[src/rtl/cmd_mailbox_pkg.sv]
// Package: code table and shared constants for the command mailbox.
// Assumes codes are stored first-character-in-least-significant-byte.
package cmd_mailbox_pkg;

    localparam int NUM_CODES = 14;
    localparam int IDX_W     = $clog2(NUM_CODES);
    localparam int CMD_BYTES = 4;

    // Reorder a text literal (first char in MSB) into storage order (first char in LSB).
    function automatic logic [31:0] to_store(input logic [31:0] text);
        return {text[7:0], text[15:8], text[23:16], text[31:24]};
    endfunction

    localparam logic [31:0] CODE_TABLE [NUM_CODES] = '{
        to_store("PBMs"), to_store("PBMc"), to_store("PBMe"), to_store("GO2P"),
        to_store("GSkC"), to_store("GSrC"), to_store("SSrC"), to_store("SWDF"),
        to_store("SWSk"), to_store("SWSr"), to_store("SWUF"), to_store("DBfg"),
        to_store("I2Cr"), to_store("I2Cw")
    };

    localparam logic [31:0] ERR_CODE = to_store("!CMD");

endpackage

[src/rtl/cmd_mailbox_decoder.sv]
// Module: cmd_mailbox_decoder
// Compares a stored command word against every entry of the code table in
// parallel and reports a hit plus the index of the matching entry.
// Assumes table entries are unique, so at most one comparator fires.
module cmd_mailbox_decoder
    import cmd_mailbox_pkg::*;
(
    input  logic [31:0]      code,
    output logic             hit,
    output logic [IDX_W-1:0] hit_idx
);

    logic [NUM_CODES-1:0] match;

    // One equality comparator per table entry.
    for (genvar i = 0; i < NUM_CODES; i++) begin : g_cmp
        assign match[i] = (code == CODE_TABLE[i]);
    end

    // Collapse the match vector to a hit flag and an encoded index.
    always_comb begin
        hit     = |match;
        hit_idx = '0;
        for (int i = 0; i < NUM_CODES; i++) begin
            if (match[i]) hit_idx = IDX_W'(i);
        end
    end

endmodule

[src/rtl/cmd_mailbox_store.sv]
// Module: cmd_mailbox_store
// Byte-wide data area with one write port and one combinational read port.
// Assumes the caller has already range-checked both indices.
module cmd_mailbox_store #(
    parameter int DEPTH = 64,
    localparam int AW   = $clog2(DEPTH)
) (
    input  logic          clk,
    input  logic          rst_n,
    input  logic          wr_en,
    input  logic [AW-1:0] wr_idx,
    input  logic [7:0]    wr_byte,
    input  logic [AW-1:0] rd_idx,
    output logic [7:0]    rd_byte
);

    logic [7:0] mem [DEPTH];

    // Clear on reset, otherwise store one byte per enabled cycle.
    always_ff @(posedge clk) begin
        if (!rst_n) begin
            for (int i = 0; i < DEPTH; i++) mem[i] <= '0;
        end else if (wr_en) begin
            mem[wr_idx] <= wr_byte;
        end
    end

    // Combinational read.
    assign rd_byte = mem[rd_idx];

endmodule

[src/rtl/cmd_mailbox_ctrl.sv]
// Module: cmd_mailbox_ctrl
// Owns the command word and the pending flag. It merges host byte writes,
// acts on commit using the decoder's verdict, and clears on completion.
// Assumes the decoder looks at cmd_merged, so a same-cycle write is seen.
module cmd_mailbox_ctrl
    import cmd_mailbox_pkg::*;
(
    input  logic             clk,
    input  logic             rst_n,
    input  logic             wr_en,
    input  logic [1:0]       wr_lane,
    input  logic [7:0]       wr_byte,
    input  logic             commit,
    input  logic             done,
    input  logic             hit,
    input  logic [IDX_W-1:0] hit_idx,
    output logic [31:0]      cmd_merged,
    output logic [31:0]      cmd_word,
    output logic             pending,
    output logic             disp_valid,
    output logic [IDX_W-1:0] disp_idx
);

    // Merge a host byte write into the word unless a command is locked in.
    always_comb begin
        cmd_merged = cmd_word;
        if (wr_en && !pending) cmd_merged[wr_lane*8 +: 8] = wr_byte;
    end

    // Command word, pending flag and dispatch pulse update.
    always_ff @(posedge clk) begin
        if (!rst_n) begin
            cmd_word   <= '0;
            pending    <= 1'b0;
            disp_valid <= 1'b0;
            disp_idx   <= '0;
        end else begin
            disp_valid <= 1'b0;
            if (pending) begin
                if (done) begin
                    cmd_word <= '0;
                    pending  <= 1'b0;
                end
            end else if (commit && hit) begin
                cmd_word   <= cmd_merged;
                pending    <= 1'b1;
                disp_valid <= 1'b1;
                disp_idx   <= hit_idx;
            end else if (commit && (cmd_merged != '0)) begin
                cmd_word <= ERR_CODE;
            end else begin
                cmd_word <= cmd_merged;
            end
        end
    end

endmodule

[src/rtl/cmd_mailbox.sv]
// Module: cmd_mailbox (top)
// Address decode for the byte port: command bytes, data area, reserved.
// Assumes the command and data windows do not overlap and fit in ADDR_W.
module cmd_mailbox
    import cmd_mailbox_pkg::*;
#(
    parameter int ADDR_W     = 8,
    parameter int CMD_BASE   = 'h00,
    parameter int DATA_BASE  = 'h40,
    parameter int DATA_BYTES = 64
) (
    input  logic             clk,
    input  logic             rst_n,
    input  logic             bus_we,
    input  logic [ADDR_W-1:0] bus_addr,
    input  logic [7:0]       bus_wdata,
    input  logic             bus_commit,
    input  logic [ADDR_W-1:0] rd_addr,
    output logic [7:0]       rd_data,
    input  logic             host_done,
    output logic             dispatch_valid,
    output logic [IDX_W-1:0] dispatch_idx
);

    localparam int DAW = $clog2(DATA_BYTES);
    localparam logic [ADDR_W-1:0] CMD_LO  = ADDR_W'(CMD_BASE);
    localparam logic [ADDR_W-1:0] DATA_LO = ADDR_W'(DATA_BASE);
    localparam logic [ADDR_W-1:0] CMD_N   = ADDR_W'(CMD_BYTES);
    localparam logic [ADDR_W-1:0] DATA_N  = ADDR_W'(DATA_BYTES);

    logic [ADDR_W-1:0] wr_cmd_off, wr_dat_off, rd_cmd_off, rd_dat_off;
    logic              wr_in_cmd, wr_in_dat, rd_in_cmd, rd_in_dat;
    logic [31:0]       cmd_merged, cmd_value;
    logic              cmd_pending, dec_hit;
    logic [IDX_W-1:0]  dec_idx;
    logic [7:0]        store_rd;

    // Window offsets and range checks for both ports.
    always_comb begin
        wr_cmd_off = bus_addr - CMD_LO;
        wr_dat_off = bus_addr - DATA_LO;
        rd_cmd_off = rd_addr - CMD_LO;
        rd_dat_off = rd_addr - DATA_LO;
        wr_in_cmd  = (wr_cmd_off < CMD_N);
        wr_in_dat  = (wr_dat_off < DATA_N);
        rd_in_cmd  = (rd_cmd_off < CMD_N);
        rd_in_dat  = (rd_dat_off < DATA_N);
    end

    cmd_mailbox_decoder u_dec (
        .code    (cmd_merged),
        .hit     (dec_hit),
        .hit_idx (dec_idx)
    );

    cmd_mailbox_ctrl u_ctrl (
        .clk        (clk),
        .rst_n      (rst_n),
        .wr_en      (bus_we && wr_in_cmd),
        .wr_lane    (wr_cmd_off[1:0]),
        .wr_byte    (bus_wdata),
        .commit     (bus_commit),
        .done       (host_done),
        .hit        (dec_hit),
        .hit_idx    (dec_idx),
        .cmd_merged (cmd_merged),
        .cmd_word   (cmd_value),
        .pending    (cmd_pending),
        .disp_valid (dispatch_valid),
        .disp_idx   (dispatch_idx)
    );

    cmd_mailbox_store #(.DEPTH(DATA_BYTES)) u_store (
        .clk     (clk),
        .rst_n   (rst_n),
        .wr_en   (bus_we && wr_in_dat),
        .wr_idx  (wr_dat_off[DAW-1:0]),
        .wr_byte (bus_wdata),
        .rd_idx  (rd_dat_off[DAW-1:0]),
        .rd_byte (store_rd)
    );

    // Read mux: command byte, data byte, or zero for reserved space.
    always_comb begin
        if (rd_in_cmd)      rd_data = cmd_value[rd_cmd_off[1:0]*8 +: 8];
        else if (rd_in_dat) rd_data = store_rd;
        else                rd_data = '0;
    end

endmodule

[config.mk]
export PLATFORM = sky130hd
export DESIGN_NAME = cmd_mailbox
export DESIGN_NICKNAME = d
export VERILOG_FILES = /design/src/rtl/cmd_mailbox_pkg.sv /design/src/rtl/cmd_mailbox_decoder.sv /design/src/rtl/cmd_mailbox_store.sv /design/src/rtl/cmd_mailbox_ctrl.sv /design/src/rtl/cmd_mailbox.sv
export SDC_FILE = /design/constraint.sdc
export NUM_CORES = 1
export LEC_CHECK = 0
export ABC_AREA = 1
export ABC_CLOCK_PERIOD_IN_PS = 8000
export CORE_MARGIN = 10
export CORE_UTILIZATION = 35
export CTS_CLUSTER_SIZE = 16
export DETAILED_ROUTE_END_ITERATION = 7
export PLACE_DENSITY = 0.51
export SLEW_MARGIN = 5
export SYNTH_ARGS = -nofsm -noshare
export SYNTH_HDL_FRONTEND = slang
export SYNTH_HIERARCHICAL = 1
export SYNTH_SLANG_ARGS = --single-unit
[constraint.sdc]
create_clock -name clk -period 8 [get_ports clk]
set_input_delay 1.2 -clock clk [delete_from_list [all_inputs] [get_ports clk]]
set_output_delay 1.2 -clock clk [all_outputs]
set_load 0.01 [all_outputs]
======== After elaboration in Yosys (flattened, before gate mapping) ========
Memories as Yosys holds them, arrays and structs flattened.
Cells that the tools add are included.
cells by class
  $add $sub $neg .......................... 3
  multiply operators ...................... 0
  div/mod/pow operators ................... 0
  magnitude comparators ................... 4
  equal/unequal tests ..................... 15
  shift operators ......................... 3
  multiplexer cells ....................... 31
  bitwise operators ....................... 2
  reduce and logical (&&, ||, !) cells .... 11
operators by type and width
  operator                                                                       number
  32-bit by 31-bit equality test with 1-bit output (second input constant)       14
  32-bit 2-to-1 mux                                                              5
  5-bit negator with 34-bit output                                               1
  8-bit by 34-bit variable shift with 32-bit output (first input constant)       1
  8-bit by 34-bit indexed part select with 32-bit output                         1
  32-bit bitwise mux                                                             1
  32-bit nonzero test                                                            1
  32-bit by 6-bit indexed part select with 8-bit output                          1
  4-bit 2-to-1 mux                                                               6
  8-bit 2-to-1 mux                                                               3
  8-bit by 3-bit less-than comparator with 1-bit output (second input constant)  2
  8-bit by 7-bit less-than comparator with 1-bit output (second input constant)  2
  8-bit by 7-bit subtractor with 8-bit output (second input constant)            2
  14-bit OR reduction                                                            1
  3-bit 2-to-1 mux                                                               4
  1-bit 2-to-1 mux                                                               9
  8-bit OR reduction                                                             1
  6-bit 2-to-1 mux                                                               1
  1-bit logical AND                                                              5
  2-bit 2-to-1 mux                                                               2
  2-bit inequality test (second input constant)                                  1
  1-bit NOT                                                                      2
  2-bit AND reduction                                                            1
  2-bit OR reduction                                                             1
  1-bit zero test                                                                1
storage, ports and cells
  register bits after elaboration ......... 38
  bits in latches ......................... 0
  RAM bits ................................ 512
  memory bits (read-only) ................. 0
  input port bits ......................... 29
  output and inout bits ................... 13
  word-level logic and storage cells ...... 74
  memories ................................ 1
memory list
  name         words  width  read ports  clocked after Yosys merged registers in  write ports  line                     RTL
  u_store.mem  64     8      1           0                                        64           cmd_mailbox_store.sv:17  logic [7:0] mem [DEPTH];

======== Longest topological paths before layout ========
  depth in word-level cells ............... 18
  gate-level depth with buffers ........... 26
  gate-level depth less buffers ........... 24

======== Cells and area by module ========
Netlist, hierarchy kept.
by module, submodules not included
  module               times used  cells each  area each (sq um)  sequential area each (sq um)
  cmd_mailbox_store    1           2448        23598.9            15374.7
  cmd_mailbox_ctrl     1           401         2275.9             760.7
  cmd_mailbox_decoder  1           180         850.8              0.0
  cmd_mailbox          1           131         546.8              0.0

======== Worst setup path before layout ========
No wires, ideal clock.
  kind .................................... input-to-reg
  start point ............................. in bus_addr[6]
  end point ............................... reg u_ctrl.cmd_word[10]
  library setup time ...................... 114 ps
  arrival time ............................ 3835 ps
  data required time ...................... 7886 ps
  slack ................................... 4051 ps
  cell stages on the path ................. 23
  buffers on the path ..................... 2
  path through ............................ or2_2 -> nor3_1 -> nand3_1 -> buf_2 -> inv_2 -> nand4_1 -> nand2_1 -> inv_1 -> nand2_2 -> inv_1 -> nand3_1 -> nor2_2 -> nand2_2 -> nand2_2 -> inv_2 -> nand2_2 -> nor2_2 -> nand2_1 -> nor2_1 -> nand2_2 -> buf_4 -> nand3_1 -> nand2_1
on the way
  word-level cells in the longest chain between the ends .. 9
  elaborated cells between the ends (all ways) .. 25
  those cells by class .................... 1 x order compare; 14 x eq/ne; 4 x mux; 6 x reduce/logical
RTL lines
  item                                                     line                       RTL
  from (decl)                                              cmd_mailbox.sv:15          input logic [ADDR_W-1:0] bus_addr,
  8-bit by 3-bit less-than comparator with 1-bit output *  cmd_mailbox.sv:44          wr_in_cmd = (wr_cmd_off < CMD_N);
  1-bit logical AND *                                      cmd_mailbox.sv:59          .wr_en (bus_we && wr_in_cmd),
  1-bit logical AND *                                      cmd_mailbox_ctrl.sv:27     if (wr_en && !pending) cmd_merged[wr_lane*8 +: 8] = wr_byte;
  32-bit 2-to-1 mux *                                      cmd_mailbox_ctrl.sv:27
  via cmd_merged[23]                                       cmd_mailbox.sv:33          logic [31:0] cmd_merged, cmd_value;
  32-bit by 31-bit equality test with 1-bit output         cmd_mailbox_decoder.sv:17  assign match[i] = (code == CODE_TABLE[i]);
  14-bit OR reduction *                                    cmd_mailbox_decoder.sv:22  hit = |match;
  via dec_hit                                              cmd_mailbox.sv:34          logic cmd_pending, dec_hit;
  1-bit logical AND *                                      cmd_mailbox_ctrl.sv:44     end else if (commit && hit) begin
  32-bit 2-to-1 mux *                                      cmd_mailbox_ctrl.sv:44
  32-bit 2-to-1 mux *                                      cmd_mailbox_ctrl.sv:39     if (pending) begin
  to (signal assigned)                                     cmd_mailbox_ctrl.sv:45     cmd_word <= cmd_merged;
  to (signal assigned)                                     cmd_mailbox_ctrl.sv:52     cmd_word <= cmd_merged;
  to (decl)                                                cmd_mailbox_ctrl.sv:18     output logic [31:0] cmd_word,
Mark *: on every way through the listed nets, which the timed path passes. The rest lies on a longest branch.
A chain may end at the register's enable or synchronous reset.

======== Final worst setup path ========
  start point ............................. in rd_addr[0]
  end point ............................... out rd_data[3]
on the way
  word-level cells in the longest chain between the ends .. 4
  elaborated cells between the ends (all ways) .. 7
  those cells by class .................... 1 x add/sub; 2 x order compare; 1 x shift; 2 x mux; 1 x memory
RTL lines
  item                                         line               RTL
  from (decl)                                  cmd_mailbox.sv:18  input logic [ADDR_W-1:0] rd_addr,
  8-bit by 7-bit subtractor with 8-bit output  cmd_mailbox.sv:43  rd_dat_off = rd_addr - DATA_LO;
  memory 64 x 8 bit                            -
  via store_rd[3]                              cmd_mailbox.sv:36  logic [7:0] store_rd;
  8-bit 2-to-1 mux                             cmd_mailbox.sv:86  else if (rd_in_dat) rd_data = store_rd;
  8-bit 2-to-1 mux                             cmd_mailbox.sv:85  if (rd_in_cmd) rd_data = cmd_value[rd_cmd_off[1:0]*8 +: 8];
  to (decl)                                    cmd_mailbox.sv:19  output logic [7:0] rd_data,
The timed path passes the listed nets, and every way through them passes these cells.

==> results.toml <==
[outcome]
status = "completed"

[sta]
maxSlewViolCount = 0
setup_violations = 0
fin_skew_ps = 5.50
holdWs_ps = 464
worstMarginPinSlew_ps = 1220
max_freq_mhz = 167
fin_crit_sh = 0.750
rsz0062_at_grt = "false"
worst_slew_margin_rel = 0.181
final-hold-violation-count = 0
fin_crit_ps = 6000
tns_ps = 0

[route]
final_antenna_net_count = 0
via_per_inst = 5.19
dr.pass1.iters = 5
drtIter0Drc = 2300
routed_wl_um = 85100
wl_per_cell_um = 20.3
num_vias = 21800
post-route-drc-count = 0

[setup_path]
crit_arrival_ps = 4800
cp-endpoint = "rd_data[3]"
timing.critical_path.from = "rd_addr[0]"
cp_max_fo = 125
cpMostUsedCell = "nand2_1"
critPathCaptureType = "primary output"
path_buf_inv = 4
reg2reg_depth = 16
r2r_end = "u_ctrl/cmd_word[5]$_SDFFE_PN0P_"
critPathSlowestCell = "inv_6"
worstReg2RegStart = "u_ctrl/pending$_SDFF_PN0_"
worst-path-stages = 14
cp-start-kind = "input port"
path_delay_family = "buffers and inverters"
critPathRequiredTime_ps = 6800
path_cells = "clkbuf_8 > inv_6 > buf_12 > nand2_1 > nand3_1 > nand3_1 > nand2_1 > nand2_1 > nand3_1 > nand3_1 > nand2_1 > nand2_1 > nand2_1 > clkdlybuf4s50_1"
path_class = "input port to primary output"
rrSetupSlack_ps = 4690
cpPeakStageDelay_ps = 650

[cts]
cts-root-buf = "clkbuf_16"
clk_pin_slew_worst_paths_ps = 60
cts_resized = 0
cts_buffer_depth = 3
cts_tree = "done"
postCtsSetupBuffers = 0
cts.htree.levels = 2
cts_buffers = 60
cts_hold_buffers = 0
clk_latency_ps = 630
cts_sinks = 550

[die]
dieArea_um2 = 89500
design.core.area_um2 = 77300
die_h_um = 299
die_w_um = 299
num_io_pins = 42
row_count = 102
initial_core_util = 0.353

[logic_synthesis]
synthArstFlopShare = 0
synth-simple-area-share = 0.352
synth.area.mux_share = 0
synth_compound_area_frac = 0.00303
ys_seq_elements = 550
synthTopCellsByArea = "edfxtp_1 56%, nand2_1 14%, nand3_1 9.2%"
synth_top_family_by_area = "simple AND/OR/NAND/NOR gates"
syn_nets = 3194
synth_warnings = 6
synth_edf_count = 512
synthesis.area_um2 = 27300
syn_area_per_cell_um2 = 8.63
netlist_instances = 3160
synth_adder_area_share = 0.00229
synth-seq-area-share = 0.592
yosysTopAreaCellShare = 0.564
synth_xor_xnor_area_share = 0
synth_largest_area_cell = "edfxtp_1"
synthMostInstantiatedCell = "nand2_1"
synth_flop_cell = "edfxtp_1"
yosysUniqueCellTypes = 30
synthTopCellsByCount = "1000 x nand2_1, 618 x nor2_1, 512 x edfxtp_1"

[final_layout]
final_area_um2 = 30300
nNetsFinal = 3141
nFillCells = 7888
num_antenna_cells = 0
areaGrowthSynthToFinish_pct = 11.2
layout-drive-gt1-share = 0.0852

[grt]
grt_pass1_vias = 21200
track_usage = 0.185
grt-ovfl-total = 0
grt_max_degree = 151
antenna_found_initial = 1
grt_pass1_wl_um = 129000

[power_and_ir_drop]
leakagePower_nw = 12.3
peakVddDrop_mv = 0.180
powerDensity_nw_per_um2 = 218

[placement]
postPlaceCellArea_um2 = 28400
port_buffers = 41
place_congestion = 0.880
hpwl_um = 54000

[hold_path]
hold_class = "register to register"

[flow_run]
max_cap_viol_count = 0
==> sequential cells by signal (all words and copies together) (netlist names) <==
| signal | cells |
|---|---|
| u_ctrl/pending | 1 |
| u_store/mem | 512 |
| u_ctrl/disp_valid | 1 |
| u_ctrl/cmd_word | 32 |
| u_ctrl/disp_idx | 4 |
==> where the power goes <==
part	internal (mW)	switching, mW	leakage, nW
logic	0.141	0.459	6.18
clock network	1.54	1.16	0.935
registers	3.27	0.0434	5.17
==> layout make-up <==
| type | count | area [µm²] | area share |
|---|---|---|---|
| inverters | 148 | 566 | 0.0186 |
| flip-flops and latches | 550 | 16100 | 0.532 |
| well taps | 1040 | 1300 | 0.0429 |
| repair buffers | 72 | 674 | 0.0222 |
| clock inverters | 43 | 355 | 0.0117 |
| clock buffers | 71 | 1540 | 0.0509 |
| multi-input cells | 2275 | 9760 | 0.322 |
==> worst min path at each step <==
stage	start	to	slack [ps]	depth (start not counted)
6_report	u_ctrl/cmd_word[31]$_SDFFE_PN0P_	u_ctrl/cmd_word[31]$_SDFFE_PN0P_	460	2
2_1_floorplan	u_ctrl/cmd_word[3]$_SDFFE_PN0P_	u_ctrl/cmd_word[3]$_SDFFE_PN0P_	440	2
3_5_place_dp	u_ctrl/cmd_word[16]$_SDFFE_PN0P_	u_ctrl/cmd_word[16]$_SDFFE_PN0P_	460	2
5_1_grt	u_ctrl/cmd_word[16]$_SDFFE_PN0P_	u_ctrl/cmd_word[16]$_SDFFE_PN0P_	490	2
3_3_place_gp	u_ctrl/cmd_word[14]$_SDFFE_PN0P_	u_ctrl/cmd_word[14]$_SDFFE_PN0P_	460	2
4_1_cts	u_ctrl/cmd_word[16]$_SDFFE_PN0P_	u_ctrl/cmd_word[16]$_SDFFE_PN0P_	470	2
==> layout by cell type, fill, tap and decap left out, types with 2 or more instances in the layout <==
master,instances
nor2_4,4
clkinv_1,19
nor2_1,616
nor3_2,4
inv_6,2
bufinv_16,5
or2_1,4
ha_1,5
nand2_1,1000
clkdlybuf4s50_1,37
nand3b_1,2
nand2_2,67
clkbuf_1,11
inv_2,35
o21ai_1,10
nor3_1,9
buf_12,3
edfxtp_1,512
nand3_2,8
nand4_1,11
nor4_4,8
inv_1,110
dfxtp_1,38
nor2_2,18
nand3_1,500
or2_2,2
clkbuf_16,60
o21ai_0,4
clkinv_2,14
inv_4,2
buf_4,30
==> worst register-to-register path: stages, from the launching register on <==
cell	delay, ps
dfxtp_1	320
inv_2	160
nand3_1	450
o21ai_1	550
inv_2	100
nor2_2	130
nand2_1	90
nor3_2	160
nand3_1	140
nand2_1	130
nor2_2	60
nand2_1	90
nor2_1	60
nand2_2	500
nand2_1	140
nand2_1	100
nand2_1	50
==> kinds of logic after synthesis <==
group,after synthesis
fa+ha+maj,5
flops,550
buf+inv,335
compound gates,16
simple gates,2254
==> stage by stage <==
step                 util  instances  setup WS [ps]  total power [mW]
CTS                 0.392       4199           2140              6.68
global route        0.392       4199           1810              6.85
floorplan               -       3160           4050              3.74
detailed placement  0.368       4085           2140              3.97
finish              0.392       4199           2000              6.62
global placement    0.368       4085           2180              3.97
==> metal layers <==
layer	share of wire	track usage	vias to the layer above	wire length, µm
met2	0.46	0.299	840	39100
met4	0.032	0.0668	2	2710
met3	0.072	0.0252	154	6150
met1	0.44	0.251	10500	37100
met5	0.00013	0	-	11
li1	-	-	10200	-
No activity file was read; power rests on OpenSTA's default activity.
